### src/rtl/uart_tx_pkg.sv
package uart_tx_pkg;

  typedef enum logic [2:0] {
    ST_IDLE,
    ST_START,
    ST_DATA,
    ST_PAR,
    ST_STOP
  } tx_state_e;

  // stop period in oversampling ticks; short codes are shorter only above 5 bits
  function automatic int unsigned stop_ticks(input int unsigned tpb,
                                             input logic [1:0] len_code,
                                             input logic [3:0] stop_code);
    if (!stop_code[3] && len_code != 2'd0) return tpb / 2 + 1 + int'(stop_code);
    return tpb + 1 + int'(stop_code);
  endfunction

endpackage

### src/rtl/uart_tx_hold.sv
module uart_tx_hold #(
  parameter int DATA_W = 8
) (
  input  logic              clk_i,
  input  logic              rst_ni,
  input  logic              wr_i,
  input  logic [DATA_W-1:0] wdata_i,
  input  logic              tx_en_i,
  input  logic              take_i,
  output logic              valid_o,
  output logic [DATA_W-1:0] data_o
);

  logic              valid_q;
  logic [DATA_W-1:0] data_q;
  logic              accept;

  assign accept = wr_i && tx_en_i && !valid_q;

  always_ff @(posedge clk_i or negedge rst_ni) begin
    if (!rst_ni) begin
      valid_q <= 1'b0;
      data_q  <= '0;
    end else if (accept) begin
      valid_q <= 1'b1;
      data_q  <= wdata_i;
    end else if (take_i) begin
      valid_q <= 1'b0;
    end
  end

  assign valid_o = valid_q;
  assign data_o  = data_q;

  a_r6_full_keeps: assert property (@(posedge clk_i) disable iff (!rst_ni)
    valid_q && !take_i |=> valid_q && $stable(data_q));

  a_r6_disabled_no_load: assert property (@(posedge clk_i) disable iff (!rst_ni)
    !valid_q && !tx_en_i |=> !valid_q);

endmodule

### src/rtl/uart_tx_shift.sv
module uart_tx_shift
  import uart_tx_pkg::*;
#(
  parameter int DATA_W = 8,
  parameter int TPB    = 16
) (
  input  logic              clk_i,
  input  logic              rst_ni,
  input  logic              tick_i,
  input  logic              hold_v_i,
  input  logic [DATA_W-1:0] hold_d_i,
  input  logic [1:0]        char_len_i,
  input  logic              par_en_i,
  input  logic              par_odd_i,
  input  logic [3:0]        stop_code_i,
  input  logic              cts_en_i,
  input  logic              cts_i,
  output logic              take_o,
  output logic              busy_o,
  output logic              txd_o
);

  localparam int CNT_W = $clog2(2 * TPB + 1);
  localparam int NB_W  = $clog2(DATA_W + 1);

  tx_state_e         state_q, state_d;
  logic [CNT_W-1:0]  cnt_q, cnt_d;
  logic [CNT_W-1:0]  stop_len_q, stop_len_d;
  logic [DATA_W-1:0] sh_q, sh_d;
  logic [NB_W-1:0]   idx_q, idx_d;
  logic [NB_W-1:0]   nbits_q, nbits_d;
  logic              par_en_q, par_en_d;
  logic              par_bit_q, par_bit_d;
  logic              txd_q, txd_d;

  logic              can_load, load;
  logic              bit_last, stop_last;
  logic [NB_W-1:0]   nbits_new;
  logic [DATA_W-1:0] mask;

  assign can_load  = hold_v_i && (!cts_en_i || cts_i);
  assign bit_last  = cnt_q == CNT_W'(TPB - 1);
  assign stop_last = cnt_q == stop_len_q - 1'b1;
  assign nbits_new = NB_W'(char_len_i) + NB_W'(5);

  always_comb begin
    for (int i = 0; i < DATA_W; i++) mask[i] = i < int'(nbits_new);
  end

  always_comb begin
    state_d    = state_q;
    cnt_d      = cnt_q;
    stop_len_d = stop_len_q;
    sh_d       = sh_q;
    idx_d      = idx_q;
    nbits_d    = nbits_q;
    par_en_d   = par_en_q;
    par_bit_d  = par_bit_q;
    load       = 1'b0;

    unique case (state_q)
      ST_IDLE: load = can_load;
      ST_START: if (tick_i) begin
        if (bit_last) begin
          state_d = ST_DATA;
          cnt_d   = '0;
          idx_d   = '0;
        end else cnt_d = cnt_q + 1'b1;
      end
      ST_DATA: if (tick_i) begin
        if (bit_last) begin
          cnt_d = '0;
          sh_d  = sh_q >> 1;
          if (idx_q == nbits_q - 1'b1) state_d = par_en_q ? ST_PAR : ST_STOP;
          else idx_d = idx_q + 1'b1;
        end else cnt_d = cnt_q + 1'b1;
      end
      ST_PAR: if (tick_i) begin
        if (bit_last) begin
          state_d = ST_STOP;
          cnt_d   = '0;
        end else cnt_d = cnt_q + 1'b1;
      end
      ST_STOP: if (tick_i) begin
        if (stop_last) begin
          // chain straight into the next start bit when possible
          if (can_load) load = 1'b1;
          else state_d = ST_IDLE;
        end else cnt_d = cnt_q + 1'b1;
      end
      default: state_d = ST_IDLE;
    endcase

    if (load) begin
      state_d    = ST_START;
      cnt_d      = '0;
      idx_d      = '0;
      sh_d       = hold_d_i & mask;
      nbits_d    = nbits_new;
      par_en_d   = par_en_i;
      par_bit_d  = (^(hold_d_i & mask)) ^ par_odd_i;
      stop_len_d = CNT_W'(stop_ticks(TPB, char_len_i, stop_code_i));
    end

    unique case (state_d)
      ST_START: txd_d = 1'b0;
      ST_DATA:  txd_d = sh_d[0];
      ST_PAR:   txd_d = par_bit_d;
      default:  txd_d = 1'b1;
    endcase
  end

  always_ff @(posedge clk_i or negedge rst_ni) begin
    if (!rst_ni) begin
      state_q    <= ST_IDLE;
      cnt_q      <= '0;
      stop_len_q <= CNT_W'(TPB + 1);
      sh_q       <= '0;
      idx_q      <= '0;
      nbits_q    <= NB_W'(5);
      par_en_q   <= 1'b0;
      par_bit_q  <= 1'b0;
      txd_q      <= 1'b1;
    end else begin
      state_q    <= state_d;
      cnt_q      <= cnt_d;
      stop_len_q <= stop_len_d;
      sh_q       <= sh_d;
      idx_q      <= idx_d;
      nbits_q    <= nbits_d;
      par_en_q   <= par_en_d;
      par_bit_q  <= par_bit_d;
      txd_q      <= txd_d;
    end
  end

  assign take_o = load;
  assign busy_o = state_q != ST_IDLE;
  assign txd_o  = txd_q;

  a_r1_start_low: assert property (@(posedge clk_i) disable iff (!rst_ni)
    state_q == ST_START |-> txd_q == 1'b0);

  a_r3_stop_bound: assert property (@(posedge clk_i) disable iff (!rst_ni)
    state_q == ST_STOP |-> cnt_q < stop_len_q);

  a_r8_no_abort: assert property (@(posedge clk_i) disable iff (!rst_ni)
    state_q != ST_IDLE && state_q != ST_STOP |=> state_q != ST_IDLE);

endmodule

### src/rtl/uart_tx_rts.sv
module uart_tx_rts #(
  parameter int TPB = 16
) (
  input  logic clk_i,
  input  logic rst_ni,
  input  logic tick_i,
  input  logic set_i,
  input  logic ctl_i,
  input  logic tx_en_i,
  input  logic drained_i,
  output logic rts_o
);

  localparam int CW = $clog2(TPB);

  logic          rts_q;
  logic [CW-1:0] cnt_q;
  logic          armed;

  assign armed = ctl_i && !tx_en_i && drained_i;

  always_ff @(posedge clk_i or negedge rst_ni) begin
    if (!rst_ni) begin
      rts_q <= 1'b0;
      cnt_q <= '0;
    end else begin
      if (!armed) cnt_q <= '0;
      else if (tick_i) cnt_q <= cnt_q + 1'b1;

      if (set_i) rts_q <= 1'b1;
      else if (armed && tick_i && cnt_q == CW'(TPB - 1)) rts_q <= 1'b0;
    end
  end

  assign rts_o = rts_q;

  a_r10_fall_cause: assert property (@(posedge clk_i) disable iff (!rst_ni)
    $fell(rts_q) |-> $past(ctl_i && !tx_en_i && drained_i && tick_i));

  a_r11_no_effect: assert property (@(posedge clk_i) disable iff (!rst_ni)
    !ctl_i |=> !$fell(rts_q));

endmodule

### src/rtl/uart_tx_fc.sv
module uart_tx_fc #(
  parameter int DATA_W = 8,
  parameter int TPB    = 16
) (
  input  logic              clk_i,
  input  logic              rst_ni,
  input  logic              tick16_i,
  input  logic              wr_i,
  input  logic [DATA_W-1:0] wdata_i,
  input  logic              tx_en_i,
  input  logic [1:0]        char_len_i,
  input  logic              par_en_i,
  input  logic              par_odd_i,
  input  logic [3:0]        stop_code_i,
  input  logic              cts_en_i,
  input  logic              cts_i,
  input  logic              rts_ctl_i,
  input  logic              rts_set_i,
  output logic              txd_o,
  output logic              rts_o,
  output logic              tx_rdy_o,
  output logic              tx_empty_o
);

  logic              hold_v;
  logic [DATA_W-1:0] hold_d;
  logic              take;
  logic              busy;

  uart_tx_hold #(.DATA_W(DATA_W)) u_hold (
    .clk_i   (clk_i),
    .rst_ni  (rst_ni),
    .wr_i    (wr_i),
    .wdata_i (wdata_i),
    .tx_en_i (tx_en_i),
    .take_i  (take),
    .valid_o (hold_v),
    .data_o  (hold_d)
  );

  uart_tx_shift #(.DATA_W(DATA_W), .TPB(TPB)) u_shift (
    .clk_i       (clk_i),
    .rst_ni      (rst_ni),
    .tick_i      (tick16_i),
    .hold_v_i    (hold_v),
    .hold_d_i    (hold_d),
    .char_len_i  (char_len_i),
    .par_en_i    (par_en_i),
    .par_odd_i   (par_odd_i),
    .stop_code_i (stop_code_i),
    .cts_en_i    (cts_en_i),
    .cts_i       (cts_i),
    .take_o      (take),
    .busy_o      (busy),
    .txd_o       (txd_o)
  );

  assign tx_rdy_o   = !hold_v;
  assign tx_empty_o = !hold_v && !busy;

  uart_tx_rts #(.TPB(TPB)) u_rts (
    .clk_i     (clk_i),
    .rst_ni    (rst_ni),
    .tick_i    (tick16_i),
    .set_i     (rts_set_i),
    .ctl_i     (rts_ctl_i),
    .tx_en_i   (tx_en_i),
    .drained_i (tx_empty_o),
    .rts_o     (rts_o)
  );

  a_r5_empty_has_room: assert property (@(posedge clk_i) disable iff (!rst_ni)
    tx_empty_o |-> tx_rdy_o);

  a_r7_cts_gate: assert property (@(posedge clk_i) disable iff (!rst_ni)
    take && cts_en_i |-> cts_i);

  a_r12_drain_continues: assert property (@(posedge clk_i) disable iff (!rst_ni)
    hold_v && !tx_en_i && !cts_en_i |=> !tx_empty_o);

endmodule

### config.mk
export PLATFORM = sky130hd
export DESIGN_NAME = uart_tx_fc
export DESIGN_NICKNAME = d
export VERILOG_FILES = /design/src/rtl/uart_tx_pkg.sv /design/src/rtl/uart_tx_hold.sv /design/src/rtl/uart_tx_shift.sv /design/src/rtl/uart_tx_rts.sv /design/src/rtl/uart_tx_fc.sv
export SDC_FILE = /design/constraint.sdc
export NUM_CORES = 1
export LEC_CHECK = 0
export BUFFER_PORTS_ARGS = -buffer_cell sky130_fd_sc_hd__buf_2
export CORE_MARGIN = 2
export CORE_UTILIZATION = 60
export CTS_CLUSTER_SIZE = 30
export DETAILED_ROUTE_END_ITERATION = 8
export PLACE_DENSITY_LB_ADDON = 0.08
export SLEW_MARGIN = 20
export SYNTH_ARGS = -nofsm -noshare
export SYNTH_HDL_FRONTEND = slang
export SYNTH_HIERARCHICAL = 1
export SYNTH_SLANG_ARGS = --single-unit
export TNS_END_PERCENT = 1
### constraint.sdc
create_clock -name clk_i -period 5.84 [get_ports clk_i]
set_input_delay 0.292 -clock clk_i [delete_from_list [all_inputs] [get_ports clk_i]]
set_output_delay 0.292 -clock clk_i [all_outputs]
set_load 0.01 [all_outputs]
[Word level (Yosys, flattened, before mapping)]
Cells that the tools add are included.
Word-level totals
  logic and storage cells: 128
  bits in latches: 0
  memories: 0
  memory bits (writable): 0
  bits of input ports: 25
  register bits: 48
  output and inout bits: 4
  ROM bits: 0
Operators by class
  magnitude comparators: 8
  $mul: 0
  add/subtract/negate cells: 8
  shift-type cells: 0
  div/mod/pow operators: 0
  muxes and demuxes: 46
  reduce and logical (&&, ||, !) cells: 30
  eq/ne operators: 20
  bitwise operators: 2
Operator list (number)
  two-way mux 3 bit: 12
  two-way mux 6 bit: 6
  two-way mux 4 bit: 8
  two-way mux 8 bit: 4
  less-than comparator 3 x 4 -> 1 bit, first input constant: 4
  != test 3 bit, second input constant: 5
  case mux 3 bit (5 select lines): 1
  equality test 3 x 2 -> 1 bit, second input constant: 4
  case mux 6 bit (2 select lines): 1
  nonzero test 2 bit: 6
  two-way mux 1 bit: 10
  logical AND 1 bit: 9
  nonzero test 3 bit: 3
  adder 4 x 1 -> 4 bit, second input constant: 2
  bitwise AND 8 bit: 1
  less-than comparator 1 x 4 -> 1 bit, first input constant: 2
  less-than comparator 2 x 4 -> 1 bit, first input constant: 2
  case mux 4 bit (2 select lines): 1
  XOR reduction 8 bit: 1
  adder 5 x 4 -> 6 bit, first input constant: 1
  adder 6 x 1 -> 6 bit, second input constant: 1
  equality test 3 x 1 -> 1 bit, second input constant: 2
  equality test 6 x 4 -> 1 bit, second input constant: 1
  equality test 6 bit: 1
  other kinds (21): 26

[Depth between registers and ports, before layout]
  depth in word-level cells: 10
  mapped depth: 9
  gate-level depth less buffers: 8

[Hierarchy]
The synthesis kept the hierarchy.
Modules (own cells, without submodules)
  uart_tx_shift: seq. area each 857.1 um^2, area each 2372.3 um^2, times used 1, cells an instance 245
  uart_tx_hold: seq. area each 225.2 um^2, area each 344.1 um^2, times used 1, cells an instance 20
  uart_tx_rts: seq. area each 125.1 um^2, area each 276.5 um^2, times used 1, cells an instance 23
  uart_tx_fc: seq. area each 0.0 um^2, area each 7.5 um^2, times used 1, cells an instance 2

[Worst setup path before layout]
OpenSTA, ideal clock, no wires.
  path type: reg2reg
  start: register u_shift.stop_len_q[0]
  end: register u_shift.nbits_q[1]
  setup slack: 3502 ps
  cell stages (with the launch flop): 10
  clock period less this slack: 2338 ps
  required time: 5715 ps
  buffers on the path: 1
  arrival time: 2213 ps
  setup time: 125 ps
  cell sequence: dfstp_2 inv_1 ha_1 nor2b_1 xnor2_1 o31ai_4 nand3_4 a21oi_4 buf_6 mux2_4
On the way
  cells in the longest elaborated chain, start to end: 5
Ends and longest elaborated chain
  start, declared: RTL line uart_tx_shift.sv:28  | logic [CNT_W-1:0] stop_len_q, stop_len_d;
  start signal, assigned: RTL line uart_tx_shift.sv:117  | stop_len_q <= CNT_W'(TPB + 1);
  start signal, assigned: RTL line uart_tx_shift.sv:127  | stop_len_q <= stop_len_d;
  subtractor 6 x 1 -> 6 bit: RTL line uart_tx_shift.sv:43  | assign stop_last = cnt_q == stop_len_q - 1'b1;
  equality test 6 bit: RTL line uart_tx_shift.sv:43
  two-way mux 1 bit: RTL line uart_tx_shift.sv:85  | if (stop_last) begin
  two-way mux 1 bit: RTL line uart_tx_shift.sv:84  | ST_STOP: if (tick_i) begin
  case mux 1 bit (2 select lines): RTL line uart_tx_shift.sv:61  | unique case (state_q)
  end signal, assigned: RTL line uart_tx_shift.sv:130  | nbits_q <= nbits_d;
  end, declared: RTL line uart_tx_shift.sv:31  | logic [NB_W-1:0] nbits_q, nbits_d;
Every way passes these cells.
A chain may end at the register's enable or synchronous reset.

[Worst setup path in the final report]
  start: register u_shift.stop_len_q[0]
  end: register u_shift.stop_len_q[1]
On the way
  cells in the longest elaborated chain, start to end: 5
Ends and longest elaborated chain
  subtractor 6 x 1 -> 6 bit: RTL line uart_tx_shift.sv:43
  equality test 6 bit: RTL line uart_tx_shift.sv:43
  two-way mux 1 bit: RTL line uart_tx_shift.sv:85
  two-way mux 1 bit: RTL line uart_tx_shift.sv:84
  case mux 1 bit (2 select lines): RTL line uart_tx_shift.sv:61
  net take: RTL line uart_tx_fc.sv:27  | logic take;
The timed path passes the listed nets, and every way through them passes these cells.

==> impl_metrics.env <==
export IMPL_outcome="complete, but fails checks"
export IMPL_violations_in_the_final_reports="hold timing"
export IMPL_critical_path_max_stage_delay_ps=660
export IMPL_nNetsFinal=351
export IMPL_clock_sinks=48
export IMPL_drt_wirelength_per_cell_um=15.51
export IMPL_groute_usage_overall_pct=22.80
export IMPL_clk_transition_reported_paths_ps=90
export IMPL_slew_viol_final=0
export IMPL_mappedNetlistArea_um2=3000
export IMPL_type_of_the_worst_min_delay_path="input port to async pin"
export IMPL_routed_wirelength_um=5971
export IMPL_cts_resized_gates=0
export IMPL_final_area_um2=3273
export IMPL_dr_pass1_iters=4
export IMPL_start_util_pct=62.69
export IMPL_ff2ff_setup_slack_ps=2990
export IMPL_timing_clock_skew_ps=6.195
export IMPL_r2r_end="u_shift/stop_len_q[1]"
export IMPL_core_area_um2=4786
export IMPL_timing_reg2reg_worst_path_depth=8
export IMPL_crit_start="u_shift/stop_len_q[0]"
export IMPL_relSlewSlack_pct=47.84
export IMPL_cts_root_buf="sky130_fd_sc_hd__clkbuf_8"
export IMPL_synth_enable_flop_cells=0
export IMPL_cpMaxStageDelayCell="sky130_fd_sc_hd__a21oi_4"
export IMPL_max_clock_freq_mhz=350.5
export IMPL_grt_setup_unrepaired="no"
export IMPL_synth_fp_nets=324
export IMPL_tritoncts_clock_tree="done"
export IMPL_max_vdd_ir_drop_mv=0.2042
export IMPL_port_buffers=28
export IMPL_worst_path_max_fanout=23
export IMPL_cp_required_ps=6030
export IMPL_synth_yosys_warnings=6
export IMPL_std_cell_rows=25
export IMPL_die_h_um=74.72
export IMPL_placement_setup_worst_slack_ps=3001
export IMPL_io_pins=29
export IMPL_chipWidth_um=74.72
export IMPL_global_route_wire_length_before_repair_um=9763
export IMPL_pin_count_of_the_biggest_net_entering_global_routing=49
export IMPL_worst_setup_path_end_kind="flip-flop"
export IMPL_antennaDiodeCount=0
export IMPL_critPathLaunchType="flip-flop"
export IMPL_antenna_left=0
export IMPL_worst_skew_pair_late_latency_ps=300
export IMPL_cts_hold_repair_buffers=0
export IMPL_cts_setup_buffers=0
export IMPL_cap_violations=0
export IMPL_power_leakage_nw=1.419
export IMPL_cellPowerDensity_nw_per_um2=377.2
export IMPL_detail_route_vias_per_cell=6.003
export IMPL_finalWeightedCongestion=0.8319
export IMPL_finalCriticalPeriod_ps=2853
export IMPL_rr_startpoint="u_shift/stop_len_q[0]"
export IMPL_die_area_um2=5582
export IMPL_first_global_vias=2162
export IMPL_critical_path_cell_chain="inv_1, ha_1, nor2b_1, xnor2_1, o31ai_4, nand3_4, a21oi_4, mux2_2"
export IMPL_syn_mean_instance_area_um2=10.35
export IMPL_min_period_over_period_pct=48.85
export IMPL_cts_buffers=5
export IMPL_critPathCapture="u_shift/stop_len_q[1]"
export IMPL_report_power_total_mw=1.235
export IMPL_finalWorstSetupSlack_ps=2987
export IMPL_ys_ff_latch=48
export IMPL_initialDrtViolationCount=189
export IMPL_setup_violations=0
export IMPL_detailed_place_hpwl_um=4444
export IMPL_initial_antenna_violation_count=0
export IMPL_postSynth_asyncResetShare_pct=100.0
export IMPL_synthDistinctLibCells=60
export IMPL_category_of_the_critical_setup_timing_path="flip-flop to flip-flop"
export IMPL_drive_above_1_share_pct=21.38
export IMPL_p_r_area_growth_vs_syn_pct=9.091
export IMPL_synth_cells=290
export IMPL_ys_flop_type="sky130_fd_sc_hd__dfrtp_1"
export IMPL_timing_worst_slew_pin_value_ps=780.6
export IMPL_hold_viol=10
export IMPL_whs_ps=-17.15
export IMPL_fin_setup_tns_ps=0
export IMPL_globalRoute_totalOverflow=0
export IMPL_cts_h_tree_depth=2
export IMPL_arrival_ps=3040
export IMPL_vias=2311
export IMPL_route_detailed_drc=0
export IMPL_seq_area_frac_synth_pct=40.24
export IMPL_detailed_place_area_um2=3174
export IMPL_clk_path_buf_depth=2
## area by class of cell
type / count / area, um^2
Clock buffer: 6 / 82.58
Clock inverter: 2 / 13.76
Fill cell: 385 / 1513
Inverter: 13 / 48.80
Multi-Input combinational cell: 221 / 1694
Sequential cell: 48 / 1207
Tap cell: 67 / 83.83
Timing Repair Buffer: 28 / 142.6
## synth_stat cells, types with 3 or more instances
cell	number	share of area (%)
sky130_fd_sc_hd__a21o_1	4	1.0
sky130_fd_sc_hd__nor3_1	9	1.5
sky130_fd_sc_hd__nand3_1	10	1.7
sky130_fd_sc_hd__o211ai_1	4	1.0
sky130_fd_sc_hd__xnor2_1	16	4.7
sky130_fd_sc_hd__nand4_1	3	0.63
sky130_fd_sc_hd__a221o_1	5	1.7
sky130_fd_sc_hd__dfstp_2	5	4.4
sky130_fd_sc_hd__xor2_1	7	2.0
sky130_fd_sc_hd__nand2_1	13	1.6
sky130_fd_sc_hd__and2_1	8	1.7
sky130_fd_sc_hd__a21oi_1	19	3.2
sky130_fd_sc_hd__o21ai_0	11	1.8
sky130_fd_sc_hd__dfrtp_1	43	36
sky130_fd_sc_hd__mux2_4	4	2.0
sky130_fd_sc_hd__nand3b_1	4	1.0
sky130_fd_sc_hd__o31a_1	4	1.2
sky130_fd_sc_hd__nor2_1	18	2.3
sky130_fd_sc_hd__mux2_2	13	4.9
sky130_fd_sc_hd__inv_1	13	1.6
sky130_fd_sc_hd__mux2i_1	9	3.0
sky130_fd_sc_hd__nor4_1	3	0.63
sky130_fd_sc_hd__clkbuf_1	4	0.50
sky130_fd_sc_hd__or3_1	3	0.63
sky130_fd_sc_hd__nand2b_1	5	1.0
sky130_fd_sc_hd__o21a_1	3	0.75
sky130_fd_sc_hd__ha_1	9	3.8
## registers in the layout (all words and copies together) (netlist names)
name,count
u_shift/par_en_q,1
u_shift/par_bit_q,1
u_hold/valid_o,1
u_hold/data_o,8
u_shift/state_q,3
u_shift/txd_o,1
u_shift/cnt_q,6
u_rts/rts_o,1
u_shift/idx_q,4
u_shift/sh_q,8
u_shift/stop_len_q,6
u_shift/nbits_q,4
u_rts/cnt_q,4
## where the power goes
part	internal, mW	total [mW]	switching (mW)	leakage, nW
clock network	0.0971	0.213	0.116	0.0516
registers	0.425	0.529	0.105	0.609
logic	0.246	0.492	0.247	0.758
total	0.767	1.23	0.467	1.42
## worst min path at each step
stage / cells past startpoint / slack (ps) / end / startpoint
3_5_place_dp: 2 / 480 / u_shift/nbits_q[0] / char_len_i[0]
4_1_cts: 2 / 150 / u_shift/nbits_q[0] / char_len_i[0]
5_1_grt: 1 / 40 / u_shift/cnt_q[3] / rst_ni
6_report: 1 / -20 / u_shift/cnt_q[3] / rst_ni
3_3_place_gp: 2 / 470 / u_shift/nbits_q[0] / char_len_i[0]
2_1_floorplan: 0 / -4 / u_hold/data_o[0] / rst_ni
## layer usage
layer	track usage (%)	part of all wire, %	vias to the layer above
met5	0	0	-
met4	5.159	0.60	0
met3	4.418	4.6	5
met2	37.17	47	59
met1	31.86	48	1126
li1	-	-	1121
## cells in the final DEF, fill, tap and decap left out, types with 5 or more instances in the layout
cell                       count
sky130_fd_sc_hd__mux2i_1       9
sky130_fd_sc_hd__and2_1        8
sky130_fd_sc_hd__inv_1        13
sky130_fd_sc_hd__a21oi_1      19
sky130_fd_sc_hd__nor2_1       18
sky130_fd_sc_hd__o21ai_0      11
sky130_fd_sc_hd__nor3_1        9
sky130_fd_sc_hd__xnor2_1      16
sky130_fd_sc_hd__nand2b_1      5
sky130_fd_sc_hd__ha_1          9
sky130_fd_sc_hd__dfrtp_1      43
sky130_fd_sc_hd__buf_2        27
sky130_fd_sc_hd__mux2_2       13
sky130_fd_sc_hd__nand3_1      10
sky130_fd_sc_hd__nand2_1      13
sky130_fd_sc_hd__a221o_1       5
sky130_fd_sc_hd__clkbuf_8      6
sky130_fd_sc_hd__xor2_1        7
sky130_fd_sc_hd__dfstp_2       5
## critical path, delay by kind of cell (launching register included)
family,cells,cell delay [ps]
AOI/OAI and AO/OA,2,1010
DFF,1,590
muxes,1,410
adders and majority gates,1,200
and+or+nand+nor,2,280
xor gates and xnor gates,1,180
buffers and inverters,1,50
## per-stage QoR
step,util [%],std cells
after floorplan,-,290
after global placement,66.33,377
after detailed placement,66.33,377
after CTS,68.34,385
after global routing,68.39,385
final,68.39,385
## kinds of logic after synthesis
logic type               Yosys count  synth area share (%)
AO/OA/AOI/OAI                     70                 17.06
XOR/XNOR                          24                 7.464
adder cells (fa/ha/maj)            9                 3.753
buffers and inverters             21                 3.294
flip-flops                        48                 40.24
multiplexers                      26                 9.883
AND/OR/NAND/NOR                   92                 18.31
Power figures use the tool's default switching activity.
